## src/rtl/fbp_pkg.sv

```systemverilog
package fbp_pkg;

    // One pixel word as stored in the framebuffer.
    typedef struct packed {
        logic [4:0] red;
        logic [5:0] green;
        logic [4:0] blue;
    } rgb565_t;

    localparam int PIX_W = $bits(rgb565_t);

    // Per-slot tag travelling alongside an outstanding SRAM read.
    typedef struct packed {
        logic valid;
        logic last;
    } ret_tag_t;

endpackage

```

## src/rtl/fbp_addr_gen.sv

```systemverilog
module fbp_addr_gen #(
    parameter int FRAME_PIXELS = 307200,
    parameter int CNT_W        = 19
) (
    input  logic             clk,
    input  logic             rst,
    input  logic             trigger,
    input  logic             room_ok,
    output logic             issue,
    output logic             is_last,
    output logic [CNT_W-1:0] addr
);

    localparam logic [CNT_W-1:0] LAST_IDX = CNT_W'(FRAME_PIXELS - 1);

    logic             active;
    logic [CNT_W-1:0] cnt;

    always_comb begin
        issue   = active && room_ok && !trigger;
        is_last = issue && (cnt == LAST_IDX);
        addr    = cnt;
    end

    always_ff @(posedge clk) begin
        if (rst) begin
            active <= 1'b0;
            cnt    <= '0;
        end else if (trigger) begin
            active <= 1'b1;
            cnt    <= '0;
        end else if (issue) begin
            cnt <= cnt + CNT_W'(1);
            if (is_last) begin
                active <= 1'b0;
            end
        end
    end

endmodule

```

## src/rtl/fbp_ret_pipe.sv

```systemverilog
module fbp_ret_pipe
    import fbp_pkg::*;
#(
    parameter int RD_LAT = 2,
    parameter int FLT_W  = 2
) (
    input  logic             clk,
    input  logic             rst,
    input  logic             flush,
    input  logic             issue,
    input  logic             is_last,
    output ret_tag_t         head,
    output logic [FLT_W-1:0] inflight
);

    ret_tag_t          stage [RD_LAT];
    logic [RD_LAT-1:0] vbits;

    always_ff @(posedge clk) begin
        if (rst || flush) begin
            for (int i = 0; i < RD_LAT; i++) begin
                stage[i] <= '0;
            end
        end else begin
            stage[0] <= '{valid: issue, last: is_last};
            for (int i = 1; i < RD_LAT; i++) begin
                stage[i] <= stage[i-1];
            end
        end
    end

    for (genvar g = 0; g < RD_LAT; g++) begin : g_vbits
        assign vbits[g] = stage[g].valid;
    end

    assign head     = stage[RD_LAT-1];
    assign inflight = FLT_W'($countones(vbits));

endmodule

```

## src/rtl/fbp_throttle.sv

```systemverilog
module fbp_throttle #(
    parameter int FREE_W = 8,
    parameter int FLT_W  = 2
) (
    input  logic [FREE_W-1:0] fifo_free,
    input  logic [FLT_W-1:0]  inflight,
    output logic              room_ok
);

    logic [FREE_W-1:0] inflight_ext;

    assign inflight_ext = {{(FREE_W-FLT_W){1'b0}}, inflight};
    assign room_ok      = fifo_free > inflight_ext;

endmodule

```

## src/rtl/fb_prefetch.sv

```systemverilog
module fb_prefetch
    import fbp_pkg::*;
#(
    parameter int FRAME_PIXELS = 307200,
    parameter int RD_LAT       = 2,
    parameter int ADDR_W       = 21,
    parameter int FREE_W       = 8
) (
    input  logic              clk,
    input  logic              rst,
    input  logic              frame_start,
    input  logic [FREE_W-1:0] fifo_free,
    input  logic [15:0]       sram_rdata,
    output logic [ADDR_W-1:0] sram_addr,
    output logic              sram_cs,
    output logic              sram_we_n,
    output logic [15:0]       fifo_wdata,
    output logic              fifo_wr,
    output logic              frame_done
);

    localparam int CNT_W = $clog2(FRAME_PIXELS + 1);
    localparam int FLT_W = $clog2(RD_LAT + 1);

    logic             issue;
    logic             is_last;
    logic             room_ok;
    logic [CNT_W-1:0] cnt;
    logic [FLT_W-1:0] inflight;
    ret_tag_t         head;
    rgb565_t          pix;

    fbp_addr_gen #(
        .FRAME_PIXELS(FRAME_PIXELS),
        .CNT_W       (CNT_W)
    ) addr_gen_i (
        .clk    (clk),
        .rst    (rst),
        .trigger(frame_start),
        .room_ok(room_ok),
        .issue  (issue),
        .is_last(is_last),
        .addr   (cnt)
    );

    fbp_ret_pipe #(
        .RD_LAT(RD_LAT),
        .FLT_W (FLT_W)
    ) ret_pipe_i (
        .clk     (clk),
        .rst     (rst),
        .flush   (frame_start),
        .issue   (issue),
        .is_last (is_last),
        .head    (head),
        .inflight(inflight)
    );

    fbp_throttle #(
        .FREE_W(FREE_W),
        .FLT_W (FLT_W)
    ) throttle_i (
        .fifo_free(fifo_free),
        .inflight (inflight),
        .room_ok  (room_ok)
    );

    assign sram_addr  = {{(ADDR_W-CNT_W){1'b0}}, cnt};
    assign sram_cs    = issue;
    assign sram_we_n  = 1'b1;

    assign pix        = rgb565_t'(sram_rdata);
    assign fifo_wdata = pix;
    assign fifo_wr    = head.valid && !frame_start;

    always_ff @(posedge clk) begin
        if (rst || frame_start) begin
            frame_done <= 1'b0;
        end else if (fifo_wr && head.last) begin
            frame_done <= 1'b1;
        end
    end

endmodule

```

## config.mk

```make
export PLATFORM = sky130hd
export DESIGN_NAME = fb_prefetch
export DESIGN_NICKNAME = d
export VERILOG_FILES = /design/src/rtl/fbp_pkg.sv /design/src/rtl/fbp_addr_gen.sv /design/src/rtl/fbp_ret_pipe.sv /design/src/rtl/fbp_throttle.sv /design/src/rtl/fb_prefetch.sv
export SDC_FILE = /design/constraint.sdc
export NUM_CORES = 1
export LEC_CHECK = 0
export ABC_AREA = 1
export BUFFER_PORTS_ARGS = -buffer_cell sky130_fd_sc_hd__buf_2
export CAP_MARGIN = 20
export CORE_MARGIN = 3
export CORE_UTILIZATION = 50
export DETAILED_ROUTE_END_ITERATION = 6
export HOLD_SLACK_MARGIN = 0.05
export PLACE_DENSITY = 0.84
export SLEW_MARGIN = 20
export SYNTH_ARGS = -nofsm -noshare
export SYNTH_HDL_FRONTEND = slang
export SYNTH_HIERARCHICAL = 1
export SYNTH_SLANG_ARGS = --single-unit
```

## constraint.sdc

```tcl
create_clock -name clk -period 5 [get_ports clk]
set_clock_uncertainty 0.15 [all_clocks]
set_input_delay 0.5 -clock clk [delete_from_list [all_inputs] [get_ports clk]]
set_output_delay 0.5 -clock clk [all_outputs]
set_load 0.02 [all_outputs]
```

After elaboration in Yosys (flattened, before gate mapping)
Memories as Yosys holds them, arrays and structs flattened.
Index checks and enable logic that the tools add are counted.
{"block": "classes", "n_lt_le_gt_ge": 1, "bitwise_logic": 2, "n_eq_ne": 1, "add_sub_neg": 2, "n_mux": 8, "reduce_logical": 11}
{"cell": "19-bit by 1-bit adder with 19-bit output (second input constant)", "count": 1}
{"cell": "19-bit == test (second input constant)", "count": 1}
{"cell": "8-bit by 2-bit greater-than comparator with 1-bit output", "count": 1}
{"cell": "1-bit 2-to-1 mux", "count": 6}
{"cell": "1-bit logical AND", "count": 5}
{"cell": "2-bit 2-to-1 mux", "count": 2}
{"cell": "2-bit nonzero test", "count": 2}
{"cell": "1-bit by 1-bit adder with 2-bit output", "count": 1}
{"cell": "1-bit OR", "count": 2}
{"cell": "2-bit AND reduction", "count": 1}
{"cell": "2-bit OR reduction", "count": 1}
{"cell": "1-bit logical NOT", "count": 1}
{"cell": "1-bit logical OR", "count": 1}
{"block": "word_totals", "regBits": 21, "ramBits": 4, "output_inout_bits": 41, "n_memories": 1, "in_bits": 27}
{"memory": "ret_pipe_i.stage", "depth": 2, "width": 2, "rd": 2, "rd_ports_with_merged_regs": 0, "wr": 2, "line_no": "fbp_ret_pipe.sv:16", "source": "ret_tag_t stage [RD_LAT];"}

Logic depth before layout (Yosys ltp)
An unclocked memory read counts as a cell.
{"block": "depth", "word_depth": 9, "ltp_mapped": 15, "depth_no_buf": 15}

Hierarchy
Netlist, hierarchy kept.
{"mod": "fbp_addr_gen", "seq_area_each_um2": 400.4, "cells_each": 164, "area_per_inst_um2": 1068.5, "instances": 1}
{"mod": "fb_prefetch", "seq_area_each_um2": 20.0, "cells_each": 29, "area_per_inst_um2": 205.2, "instances": 1}
{"mod": "fbp_ret_pipe", "seq_area_each_um2": 80.1, "cells_each": 18, "area_per_inst_um2": 151.4, "instances": 1}
{"mod": "fbp_throttle", "seq_area_each_um2": 0.0, "cells_each": 16, "area_per_inst_um2": 80.1, "instances": 1}

Least setup slack after synthesis
OpenSTA, ideal clock, no wires.
{"block": "synth_timing", "path_type": "register to register", "start": "mem ret_pipe_i/stage[0][3] (netlist name)", "end": "reg addr_gen_i.active", "path_slack_ns": 2.915, "path_stages_with_launch": 13, "synth_period_minus_slack_ns": 2.085, "path_buffers": 0, "required_ns": 4.737, "setup_time_ns": 0.113, "arrival_ns": 1.822, "path_cell_list": "dfxtp_1 ha_1 ha_1 nand2_1 nand2_1 nand2_1 nand2_2 nor2_4 nand2_2 nor2_4 nand2_2 o21ai_1 inv_1"}
{"element": "start, declared", "line_no": "fbp_ret_pipe.sv:16"}
{"element": "end signal, assigned", "line_no": "fbp_addr_gen.sv:27", "source": "active <= 1'b0;"}
{"element": "end signal, assigned", "line_no": "fbp_addr_gen.sv:30", "source": "active <= 1'b1;"}
{"element": "end signal, assigned", "line_no": "fbp_addr_gen.sv:35", "source": "active <= 1'b0;"}
{"element": "end, declared", "line_no": "fbp_addr_gen.sv:16", "source": "logic active;"}

==> flow_metrics.env <==
export IMPL_outcome="complete, no violations"
export IMPL_syn_area_per_cell_sq_um=6.631
export IMPL_cp_arrival_ns=1.91
export IMPL_ys_ff_latch=25
export IMPL_power_density_nw_per_um2=201.7
export IMPL_drt_first_pass_iters=4
export IMPL_yosysTopAreaCellShare_pct=33.25
export IMPL_finalCritPeriodShare_pct=51.15
export IMPL_cap_violations=0
export IMPL_cts_sinks=25
export IMPL_finalHoldViolCount=0
export IMPL_fmax_mhz=391.0
export IMPL_vias=1335
export IMPL_post_cts_resized=0
export IMPL_area_delta_synth_final_pct=4.489
export IMPL_ys_warn_count=6
export IMPL_cts_clk_slew_worst_paths_ns=0.14
export IMPL_crit_type="register to primary output"
export IMPL_crit_required_ns=4.35
export IMPL_yosys_area_top_type="dfxtp_1"
export IMPL_synth_area_leaders="dfxtp_1, buf_4, nor2_1, inv_1, nand2_1"
export IMPL_worst_skew_pair_late_latency_ns=0.32
export IMPL_slew_viol_final=0
export IMPL_rsz0062_at_grt="no"
export IMPL_power_mw=0.3172
export IMPL_remaining_drc_errors=0
export IMPL_first_global_vias=1220
export IMPL_layout_min_cycle_time_ns=2.558
export IMPL_setup_tns_ns=0
export IMPL_power_leakage_nw=0.6737
export IMPL_cts_buffers=3
export IMPL_grt_max_degree=19
export IMPL_n_fill_cell=276
export IMPL_die_w_um=60.87
export IMPL_slew_limit_headroom_pct=56.57
export IMPL_place_hpwl_um=2171
export IMPL_synth_area_sq_um=1505
export IMPL_mostFrequentLayoutCell="nor2_1"
export IMPL_cts_root_buf="clkbuf_4"
export IMPL_routabilityCongestion=0.8575
export IMPL_antenna_cells=0
export IMPL_drive_gt1_share_pct=21.07
export IMPL_worst_slew_pin_slew_ns=0.6507
export IMPL_drtAntennaViolNets=0
export IMPL_die_h_um=60.87
export IMPL_track_usage_pct=17.07
export IMPL_end_kind="primary output"
export IMPL_coreArea_sq_um=2805
export IMPL_io_pins=68
export IMPL_syn_inst=227
export IMPL_layout_cells_most_common_list="nor2_1, inv_1, nand2_1"
export IMPL_antenna_found_initial=0
export IMPL_drt_initial_drc_count=37
export IMPL_routed_wl_um=2857
export IMPL_postCtsSetupRepairBufs=0
export IMPL_finalSetupViolCount=0
export IMPL_cts_path_max_buffers=2
export IMPL_cp_start_kind="register"
export IMPL_grt_pass1_wl_um=4905
export IMPL_ys_seq_area_share_pct=33.25
export IMPL_initial_core_util_pct=53.66
export IMPL_cts_tree="done"
export IMPL_path_max_fanout=7
export IMPL_fin_nets=274
export IMPL_ys_types=22
export IMPL_via_per_inst=4.890
export IMPL_rows=19
export IMPL_multi_input_area_sq_um=703.2
export IMPL_grt_ovfl_total=0
export IMPL_dieArea_sq_um=3705
export IMPL_vdd_drop_max_mv=0.1486
export IMPL_port_buffers=32
export IMPL_htreeDepth=1
export IMPL_wl_per_cell_um=10.47
export IMPL_hold_path_class="register to register"
export IMPL_seq_area_sq_um=500.5
export IMPL_hold_buffers=0
cells by family (layout without fill, tap and decap cells):
| kind of cell | Yosys count | in the layout | share of synthesized area [%] |
|---|---|---|---|
| AO/OA/AOI/OAI | 25 | 25 | 8.978 |
| adder cells (fa/ha/maj) | 4 | 4 | 3.325 |
| buffers and inverters | 60 | 74 | 20.28 |
| flip-flops | 25 | 25 | 33.25 |
| other | 2 | 3 | 0.4989 |
| AND/OR/NAND/NOR | 111 | 111 | 33.67 |
registers in the layout (all words and copies together) (netlist names):
| signal | flops |
|---|---|
| addr_gen_i/addr | 19 |
| ret_pipe_i/stage | 4 |
| frame_done | 1 |
| addr_gen_i/active | 1 |
critical path: stages, from the launching register on:
cell and delay, ns:
dfxtp_1 0.34, ha_1 0.29, ha_1 0.27, nand2_1 0.06
nand2_1 0.05, nand2_1 0.10, nand2_2 0.09, nor2_4 0.19
buf_2 0.20
synthesized netlist by cell type, drive strengths merged:
library cell	n
o21a	1
conb	2
dfxtp	25
buf	22
nor2	47
ha	4
or2	2
o21ai	10
nand2	44
nand4	8
a31oi	1
o21bai	1
inv	38
nand3	10
a21oi	12
power breakdown:
| group | internal [mW] | switching (mW) |
|---|---|---|
| sequential | 0.201 | 0.00133 |
| clock | 0.0300 | 0.0602 |
| combinational | 0.00896 | 0.0161 |
final timing paths:
check                         startpoint  cells after the start                      to  slack (ns)
setup / recovery  ret_pipe_i/stage[0][3]                      8                 sram_cs        2.44
hold / removal    ret_pipe_i/stage[0][0]                      2  ret_pipe_i/stage[0][2]        0.27
setup reg to reg  ret_pipe_i/stage[0][3]                     13  ret_pipe_i/stage[0][0]        2.85
hold reg to reg   ret_pipe_i/stage[0][0]                      2  ret_pipe_i/stage[0][2]        0.27
metal layers:
layer	wire length, um	share of wire (%)	GRT usage, %
met4	37	1.3	6.502
met5	0	0	0
met2	1343	47	28.40
met3	138	4.8	2.979
met1	1337	47	22.02
layout make-up:
| type | count | area share, % |
|---|---|---|
| multi-input cells | 143 | 44.71 |
| flip-flops and latches | 25 | 31.82 |
| repair buffers | 32 | 10.18 |
| inverters | 38 | 9.069 |
| well taps | 31 | 2.466 |
| clock buffers | 3 | 1.432 |
| clock inverters | 1 | 0.3182 |
through the flow:
step / worst slack, ns / instances / hold slack [ns] / cell area, sq um / utilization [%]
after floorplan: 2.915 / 228 / 0.2436 / 1509 / -
after global placement: 2.762 / 269 / 0.2502 / 1545 / 55.08
after detailed placement: 2.746 / 269 / 0.2564 / 1545 / 55.08
after CTS: 2.414 / 273 / 0.2766 / 1573 / 56.07
after global routing: 2.318 / 273 / 0.3069 / 1573 / 56.07
final: 2.442 / 273 / 0.2725 / 1573 / 56.07
Power figures use the tool's default switching activity.
